`src/rtl/audio_clkgen_pkg.sv`:
```
package audio_clkgen_pkg;

  localparam int MODE_W = 3;

  typedef enum logic [1:0] {
    MK_SLAVE  = 2'd0,
    MK_MASTER = 2'd1,
    MK_RSVD   = 2'd2
  } mode_kind_e;

  // Classify a mode code.
  function automatic mode_kind_e kind_of(input logic [MODE_W-1:0] code);
    mode_kind_e k;
    case (code)
      3'd0:                      k = MK_SLAVE;
      3'd2, 3'd3, 3'd6, 3'd7:    k = MK_MASTER;
      default:                   k = MK_RSVD;
    endcase
    return k;
  endfunction

  // Bit-clock half period in master-clock cycles (ratio / 128).
  function automatic int unsigned half_of(input logic [MODE_W-1:0] code);
    int unsigned h;
    case (code)
      3'd2:    h = 2;   // 256x
      3'd3:    h = 4;   // 512x
      3'd6:    h = 3;   // 384x
      3'd7:    h = 6;   // 768x
      default: h = 0;
    endcase
    return h;
  endfunction

endpackage

```
`src/rtl/audio_clkgen_modectl.sv`:
```
module audio_clkgen_modectl #(
  parameter int MODE_W = 3
) (
  input  logic              clk,
  input  logic              rst_n,
  input  logic              pd_n,
  input  logic [MODE_W-1:0] mode_sel,
  output logic              pd_q,
  output logic [MODE_W-1:0] mode_q
);

  // The code is sampled only while powered down, so a running setup is frozen.
  always_ff @(posedge clk or negedge rst_n) begin
    if (!rst_n) begin
      pd_q   <= 1'b0;
      mode_q <= '0;
    end else begin
      pd_q <= pd_n;
      if (!pd_n) mode_q <= mode_sel;
    end
  end

endmodule

```
`src/rtl/audio_clkgen_bdiv.sv`:
```
module audio_clkgen_bdiv #(
  parameter int HW = 3
) (
  input  logic          clk,
  input  logic          rst_n,
  input  logic          run,
  input  logic [HW-1:0] half_i,
  output logic          bclk_q,
  output logic          rise_evt,
  output logic          fall_evt
);

  logic [HW-1:0] cnt_q;
  logic          wrap;

  assign wrap     = run && (cnt_q == half_i - HW'(1));
  assign rise_evt = wrap && !bclk_q;
  assign fall_evt = wrap &&  bclk_q;

  // Even divide by 2*half: equal high and low phases for any half value.
  always_ff @(posedge clk or negedge rst_n) begin
    if (!rst_n) begin
      cnt_q  <= '0;
      bclk_q <= 1'b0;
    end else if (!run) begin
      cnt_q  <= '0;
      bclk_q <= 1'b0;
    end else if (wrap) begin
      cnt_q  <= '0;
      bclk_q <= ~bclk_q;
    end else begin
      cnt_q  <= cnt_q + HW'(1);
    end
  end

endmodule

```
`src/rtl/audio_clkgen_fdiv.sv`:
```
module audio_clkgen_fdiv #(
  parameter int SLOT_BCLKS = 32
) (
  input  logic clk,
  input  logic rst_n,
  input  logic run,
  input  logic fall_evt,
  output logic frm_q
);

  localparam int SW = (SLOT_BCLKS > 1) ? $clog2(SLOT_BCLKS) : 1;

  logic [SW-1:0] slot_q;
  logic          slot_end;

  assign slot_end = (slot_q == SW'(SLOT_BCLKS - 1));

  // Frame clock moves only together with a bit-clock falling edge.
  always_ff @(posedge clk or negedge rst_n) begin
    if (!rst_n) begin
      slot_q <= '0;
      frm_q  <= 1'b0;
    end else if (!run) begin
      slot_q <= '0;
      frm_q  <= 1'b0;
    end else if (fall_evt) begin
      if (slot_end) begin
        slot_q <= '0;
        frm_q  <= ~frm_q;
      end else begin
        slot_q <= slot_q + SW'(1);
      end
    end
  end

endmodule

```
`src/rtl/audio_clkgen.sv`:
```
module audio_clkgen #(
  parameter int MAX_HALF   = 6,
  parameter int SLOT_BCLKS = 32
) (
  input  logic       mclk_i,
  input  logic       rst_n,
  input  logic       pd_n,
  input  logic [2:0] mode_sel,
  output logic       bclk_o,
  output logic       frm_o,
  output logic       clk_oe,
  output logic       is_master,
  output logic       ext_clk,
  output logic       mode_rsvd
);

  import audio_clkgen_pkg::*;

  localparam int HW = $clog2(MAX_HALF + 1);

  logic              pd_q;
  logic [MODE_W-1:0] mode_q;
  mode_kind_e        kind_w;
  logic [HW-1:0]     half_w;
  logic              run_w;
  logic              bclk_rise_w;
  logic              bclk_fall_w;

  audio_clkgen_modectl #(.MODE_W(MODE_W)) u_modectl (
    .clk      (mclk_i),
    .rst_n    (rst_n),
    .pd_n     (pd_n),
    .mode_sel (mode_sel),
    .pd_q     (pd_q),
    .mode_q   (mode_q)
  );

  assign kind_w = kind_of(mode_q);
  assign half_w = HW'(half_of(mode_q));
  assign run_w  = pd_q && (kind_w == MK_MASTER);

  audio_clkgen_bdiv #(.HW(HW)) u_bdiv (
    .clk      (mclk_i),
    .rst_n    (rst_n),
    .run      (run_w),
    .half_i   (half_w),
    .bclk_q   (bclk_o),
    .rise_evt (bclk_rise_w),
    .fall_evt (bclk_fall_w)
  );

  audio_clkgen_fdiv #(.SLOT_BCLKS(SLOT_BCLKS)) u_fdiv (
    .clk      (mclk_i),
    .rst_n    (rst_n),
    .run      (run_w),
    .fall_evt (bclk_fall_w),
    .frm_q    (frm_o)
  );

  assign clk_oe    = run_w;
  assign is_master = (kind_w == MK_MASTER);
  assign ext_clk   = pd_q && (kind_w == MK_SLAVE);
  assign mode_rsvd = (kind_w == MK_RSVD);

endmodule

```
`config.mk`:
```
export PLATFORM = sky130hd
export DESIGN_NAME = audio_clkgen
export DESIGN_NICKNAME = d
export VERILOG_FILES = /design/src/rtl/audio_clkgen_pkg.sv /design/src/rtl/audio_clkgen_modectl.sv /design/src/rtl/audio_clkgen_bdiv.sv /design/src/rtl/audio_clkgen_fdiv.sv /design/src/rtl/audio_clkgen.sv
export SDC_FILE = /design/constraint.sdc
export NUM_CORES = 1
export LEC_CHECK = 0
export BUFFER_PORTS_ARGS = -buffer_cell sky130_fd_sc_hd__buf_2
export CORE_MARGIN = 2
export CORE_UTILIZATION = 46
export DETAILED_ROUTE_END_ITERATION = 7
export PLACE_DENSITY = 0.67
export SLEW_MARGIN = 10
export SYNTH_ARGS = -nofsm -noshare
export SYNTH_HDL_FRONTEND = slang
export SYNTH_SLANG_ARGS = --single-unit
```
`constraint.sdc`:
```
create_clock -name mclk_i -period 3.6 [get_ports mclk_i]
set_clock_uncertainty 0.05 [all_clocks]
set_input_delay 0.36 -clock mclk_i [delete_from_list [all_inputs] [get_ports mclk_i]]
set_output_delay 0.36 -clock mclk_i [all_outputs]
set_load 0.05 [all_outputs]
```
==> results of run 1 <==
[state kept, by name (all words and copies together) (netlist names)]
signal and flops:
u_fdiv.frm_q 1, u_fdiv.slot_q 5, u_bdiv.bclk_q 1, u_bdiv.cnt_q 3, u_modectl.mode_q 3, u_modectl.pd_q 1
[metal layers]
layer | vias up | part of all wire (%) | wire, um | GRT usage, %
li1 | 317 | - | - | -
met4 | 0 | 1.4 | 21 | 12.4
met1 | 312 | 48 | 722 | 25.8
met2 | 11 | 48 | 717 | 22.3
met5 | - | 0 | 0 | 0
met3 | 2 | 2.9 | 44 | 2.38
[area by class of cell]
| class | count | area, um2 |
|---|---|---|
| clock buffers | 4 | 36.3 |
| fillers | 156 | 764 |
| multi-input cells | 55 | 418 |
| well taps | 17 | 21.3 |
| repair buffers | 12 | 65.1 |
| flip-flops and latches | 14 | 350 |
| inverters | 4 | 15.0 |
[layout by cell type, fill, tap and decap left out, types with 3 or more instances in the layout]
cell type  instances
mux2_2             3
ha_1               3
buf_2             11
nor3_1             5
inv_1              3
clkbuf_4           3
nand2_1            8
dfrtp_1           14
mux2i_1            3
[timing repair]
item	CTS	global route
buffers inserted	0	0
hold endpoints to repair	14	0
hold buffers	1	0
resized for setup	0	0
[worst max-delay path, cell delays in order (launching register included)]
cell and delay [ps]:
dfrtp_1 480, nand2_1 340, clkinv_1 310, buf_2 290
[where the power goes]
part           switching [mW]  leakage [nW]  total [mW]  internal, mW
registers              0.0104         0.185       0.173         0.163
clock network          0.0526        0.0210       0.114        0.0615
logic                  0.0320         0.202      0.0482        0.0162
[worst max path at each step]
stage / startpoint / endpoint / slack (ps) / depth (start not counted)
5_1_grt: u_modectl.mode_q[1] / clk_oe / 1350 / 3
3_3_place_gp: u_fdiv.slot_q[0] / u_fdiv.slot_q[3] / 1740 / 6
3_5_place_dp: u_fdiv.slot_q[0] / u_fdiv.slot_q[3] / 1740 / 6
4_1_cts: u_modectl.mode_q[1] / clk_oe / 1500 / 3
6_report: u_modectl.mode_q[1] / clk_oe / 1490 / 3
2_1_floorplan: u_modectl.mode_q[1] / ext_clk / 1020 / 2
[kinds of logic (layout without fill, tap and decap cells)]
| kind of cell | count (synthesis) | count (layout) | share of synthesized area, % |
|---|---|---|---|
| mux | 6 | 6 | 8.01 |
| fa+ha+maj | 3 | 3 | 4.71 |
| buf+inv | 7 | 20 | 3.61 |
| xor+xnor | 1 | 1 | 1.10 |
| simple gates | 31 | 31 | 23.6 |
| flops | 14 | 14 | 44.0 |
| compound gates | 14 | 14 | 15.1 |
[metrics by stage]
step | total power [mW] | util, % | cells
after floorplan | 0.210 | - | 76
after global placement | 0.223 | 51.5 | 101
after detailed placement | 0.224 | 51.5 | 101
after CTS | 0.341 | 54.2 | 106
after global routing | 0.352 | 54.2 | 106
final | 0.336 | 54.2 | 106
==> results by group, run 1 <==
Outcome
  – Status: finished clean

Clocking
  – Max clock buf depth: 2
  – TritonCTS clock tree: done
  – H-Tree Depth: 1
  – Clk_lat worst skew: between 200 and 300 ps
  – Clock-pin transition on the worst setup and hold timing paths: 90 ps
  – Cts bufs inserted: 3
  – Clock root cell: clkbuf_4
  – Clock Sinks: 14

Synth
  – Main synth FF type: dfrtp_1
  – FF+latch count, synth: 14
  – Post-synth ARST share: 100%
  – Area share of the largest cell type after synthesis: between 40% and 50%
  – EDFF count, synth: 0
  – Synth Area per Inst: 10.5 um2
  – Syn nets: 85
  – Commonest cells in the netlist: dfrtp_1, nand2_1, nor3_1
  – Sequential fraction of the synthesis area: 44.0%
  – Cell with the most instances after synthesis: dfrtp_1
  – Area leader, netlist: dfrtp_1
  – Synth warn: 0
  – Cell Area, Synth: 797 um2
  – Instance count of the mapped netlist: 76
  – Top post-synthesis cells by area: dfrtp_1, ha_1, mux2_2
  – Yosys cell types: 37

Finish
  – Layout cells sized above 1: between 20% and 30%
  – Final instance area: 906 um2
  – Area Overhead vs Synth: 13.7%
  – Nets: 99
  – Ant. Diodes: 0

Die
  – Die area: approximately 0.0021 mm2
  – Initial Utilization: 47.7%
  – Row cnt: 15
  – Io pins: 12
  – Die width: roughly 46 um
  – Chip height: about 46 um
  – Core Area: 0.00167 mm2

Route
  – Count of TritonRoute iterations in the first routing pass: 4
  – Routed WL per cell: 14.2 um
  – Via count: roughly 640
  – Post-DRT Antenna Nets: 0
  – Residual DRC count: 0
  – DR vias/cell: 6.06
  – Starting DRT DRC Count: 15
  – Drt total wl: ~1500 um

Critical path
  – Startpoint types: register
  – Element type at the critical path end: output pin
  – Worst EP arrival: 1700 ps
  – Worst r2r path cells: 6
  – Worst r2r dst: u_fdiv.slot_q[3]
  – Launching point of the worst reg2reg path: u_fdiv.slot_q[0]
  – Reg2reg setup slack: ~1700 ps
  – Crit-path max FO: 11
  – Req. time, crit path: 3190 ps
  – Critical path type: register to output pin

Flow run
  – Max-cap violations: 0

Placement
  – Area of placed instances: 860 um2
  – DP Worst Slack: 1740 ps
  – # port buffers: 11
  – Routability congestion estimate from global placement: 0.702
  – Detailed Place HPWL: between 1000 and 1500 um

Power and ir drop
  – Max VDD drop: between 0.2 and 0.3 mV
  – Total power density per cell area: ~370 mW/mm2
  – LEAKAGE: 0.409 nW

Hold path
  – Worst hold start: pd_n
  – Hold Path Class: input pin to register
  – WHS Path Cells: 1
  – Worst Hold Path EP: u_modectl.pd_q

Global route
  – Global route total overflow: 0
  – Number of global-route vias before repair: 558
  – Global-route wire length before repair: 2460 um
  – Largest net degree at the start of global routing: 15
  – Initial antenna violation count: 0
  – GRT Util Overall: 17.2%

Timing
  – Final setup viols: 0
  – Slew margin rel.: 72.4%
  – Setup TNS: 0 ps
  – Final WS setup: between 1000 and 1500 ps
  – Max Clk Rate: 473 MHz
  – Least-Margin Pin Slew: 412 ps
  – Clock period minus worst slack: 2110 ps
  – Final Hold Fails: 0
  – WHS: 186 ps
  – RSZ-0062 raised after global routing: no
  – Fin crit share: 58.7%
  – Count of pins over their slew limit: 0
No activity file was read; power rests on OpenSTA's default activity.
==> run 2, diff against run 1 <==
clock period = 2 ns   (was 3.6 ns; I/O delays follow)
==> results by group, run 2 (synthesis results as in run 1) <==
Placement
  – Routability congestion estimate from global placement: around 0.76
  – Detailed Place HPWL: between 1000 and 1500 um
  – # port buffers: 11
  – DP Worst Slack: 132 ps

Hold path
  – Hold Path Class: input pin to register
  – Worst hold start: pd_n
  – Worst Hold Path EP: u_modectl.pd_q
  – WHS Path Cells: 1

Clocking
  – Cts bufs inserted: 3
  – Clock root cell: clkbuf_4
  – Max clock buf depth: 2
  – H-Tree Depth: 1
  – Clock Sinks: 14
  – Clk_lat worst skew: 280 ps
  – Postcts setup bufs: 0
  – TritonCTS clock tree: done
  – Clock-pin transition on the worst setup and hold timing paths: 90 ps

Power and ir drop
  – LEAKAGE: 0.416 nW
  – Max VDD drop: 0.463 mV
  – Total power density per cell area: about 660 mW/mm2
  – Total power: 0.615 mW

Critical path
  – Launching point of the worst reg2reg path: u_fdiv.slot_q[0]
  – Worst r2r dst: u_fdiv.slot_q[3]
  – Crit-path max FO: 7
  – Startpoint types: register
  – Req. time, crit path: 2120 ps
  – Element type at the critical path end: register
  – Critical path type: register to register
  – Worst EP arrival: 1990 ps
  – Reg2reg setup slack: 130 ps
  – Worst r2r path cells: 6

Timing
  – Final WS setup: 129 ps
  – Max Clk Rate: 535 MHz
  – Count of pins over their slew limit: 0
  – Final setup viols: 0
  – WHS: 22.4 ps
  – Clock period minus worst slack: 1870 ps
  – Setup TNS: 0 ps
  – Slew margin rel.: 73.1%
  – Least-Margin Pin Slew: approximately 400 ps
  – Final Hold Fails: 0
  – Fin crit share: 93.5%
  – RSZ-0062 raised after global routing: no

Die
  – Core Area: 0.00167 mm2
  – Io pins: 12
  – Row cnt: 15
  – Die width: 45.6 um
  – Initial Utilization: ~48%
  – Die area: roughly 0.0021 mm2
  – Chip height: 45.6 um

Global route
  – Initial antenna violation count: 0
  – Largest net degree at the start of global routing: 15
  – GRT Util Overall: a little under a fifth
  – Number of global-route vias before repair: ~610
  – Global route total overflow: 0
  – Global-route wire length before repair: 2700 um

Finish
  – Biggest register: u_fdiv.slot_q
  – Biggest regs: u_fdiv.slot_q: 5 flops, u_bdiv.cnt_q: 3 flops, u_modectl.mode_q: 3 flops
  – Ant. Diodes: 0
  – Commonest non-fill, non-tap cell in the layout: dfrtp_1
  – Max reg flops: 5
  – Area Overhead vs Synth: 16.6%
  – Nets: between 100 and 150
  – Layout cells sized above 1: between 20 and 30%
  – FILL cells: 153
  – Most frequent cells in the layout: dfrtp_1, buf_2, nand2_1, nor3_1

Route
  – Routed WL per cell: 14.4 um
  – Residual DRC count: 0
  – Post-DRT Antenna Nets: 0
  – DR vias/cell: just over 6
  – Drt total wl: 1560 um
  – Count of TritonRoute iterations in the first routing pass: 4
  – Starting DRT DRC Count: 17
  – Via count: 656

Flow run
  – Max-cap violations: 0

Outcome
  – Status: finished clean
==> run 2: changes by cell type in the layout (fill, tap and decap cells not counted), sizes merged <==
cell  before  now
buf       11   13
==> run 2: critical path: stages (launching register included) <==
cell and delay, ps:
dfrtp_1 430, ha_1 230, and3_1 180, ha_2 240, a31oi_1 60, a311o_1 320, a32o_1 260
==> run 2: cell type report <==
type / count / area, um2 / area share [%]
clock buffers: 4 / 36.3 / 3.90
multi-input cells: 55 / 427 / 45.9
repair buffers: 14 / 80.1 / 8.61
inverters: 4 / 15.0 / 1.62
well taps: 17 / 21.3 / 2.29
flip-flops and latches: 14 / 350 / 37.7
==> run 2: power breakdown <==
part / switching (mW) / internal (mW) / leakage (nW)
registers: 0.0165 / 0.293 / 0.185
clock network: 0.0985 / 0.111 / 0.0210
logic: 0.0619 / 0.0341 / 0.210
total: 0.177 / 0.438 / 0.416
==> run 2: layer usage <==
layer | vias up | GRT usage (%) | routed length [um]
met2 | 17 | 27.6 | 723
met5 | - | 0 | 0
met3 | 4 | 2.38 | 57
met1 | 313 | 25.4 | 756
li1 | 322 | - | -
met4 | 0 | 8.82 | 21
==> run 2: worst max path at each step <==
stage / endpoint / slack, ps / cells after the start / from
finish: u_fdiv.slot_q[3] / 130 / 6 / u_fdiv.slot_q[0]
global route: u_fdiv.slot_q[3] / 30 / 6 / u_fdiv.slot_q[0]
CTS: u_fdiv.slot_q[3] / 80 / 6 / u_fdiv.slot_q[0]
detailed placement: u_fdiv.slot_q[3] / 130 / 6 / u_fdiv.slot_q[0]
global placement: u_fdiv.slot_q[3] / 140 / 6 / u_fdiv.slot_q[0]
floorplan: u_fdiv.slot_q[3] / 250 / 5 / u_modectl.mode_q[1]
==> run 2: repair_timing <==
action / 4_1_cts / 5_1_grt
setup endpoints to repair: 0 / 1
endpoints found under the hold margin: 14 / 0
hold buffers: 1 / 0
resized for setup: 0 / 1
==> run 2: per-stage QoR <==
step / area (um2) / utilization, % / std cells
2_1_floorplan: 803 / - / 76
3_3_place_gp: 881 / 52.7 / 103
3_5_place_dp: 881 / 52.7 / 103
4_1_cts: 927 / 55.5 / 108
5_1_grt: 930 / 55.7 / 108
6_report: 930 / 55.7 / 108
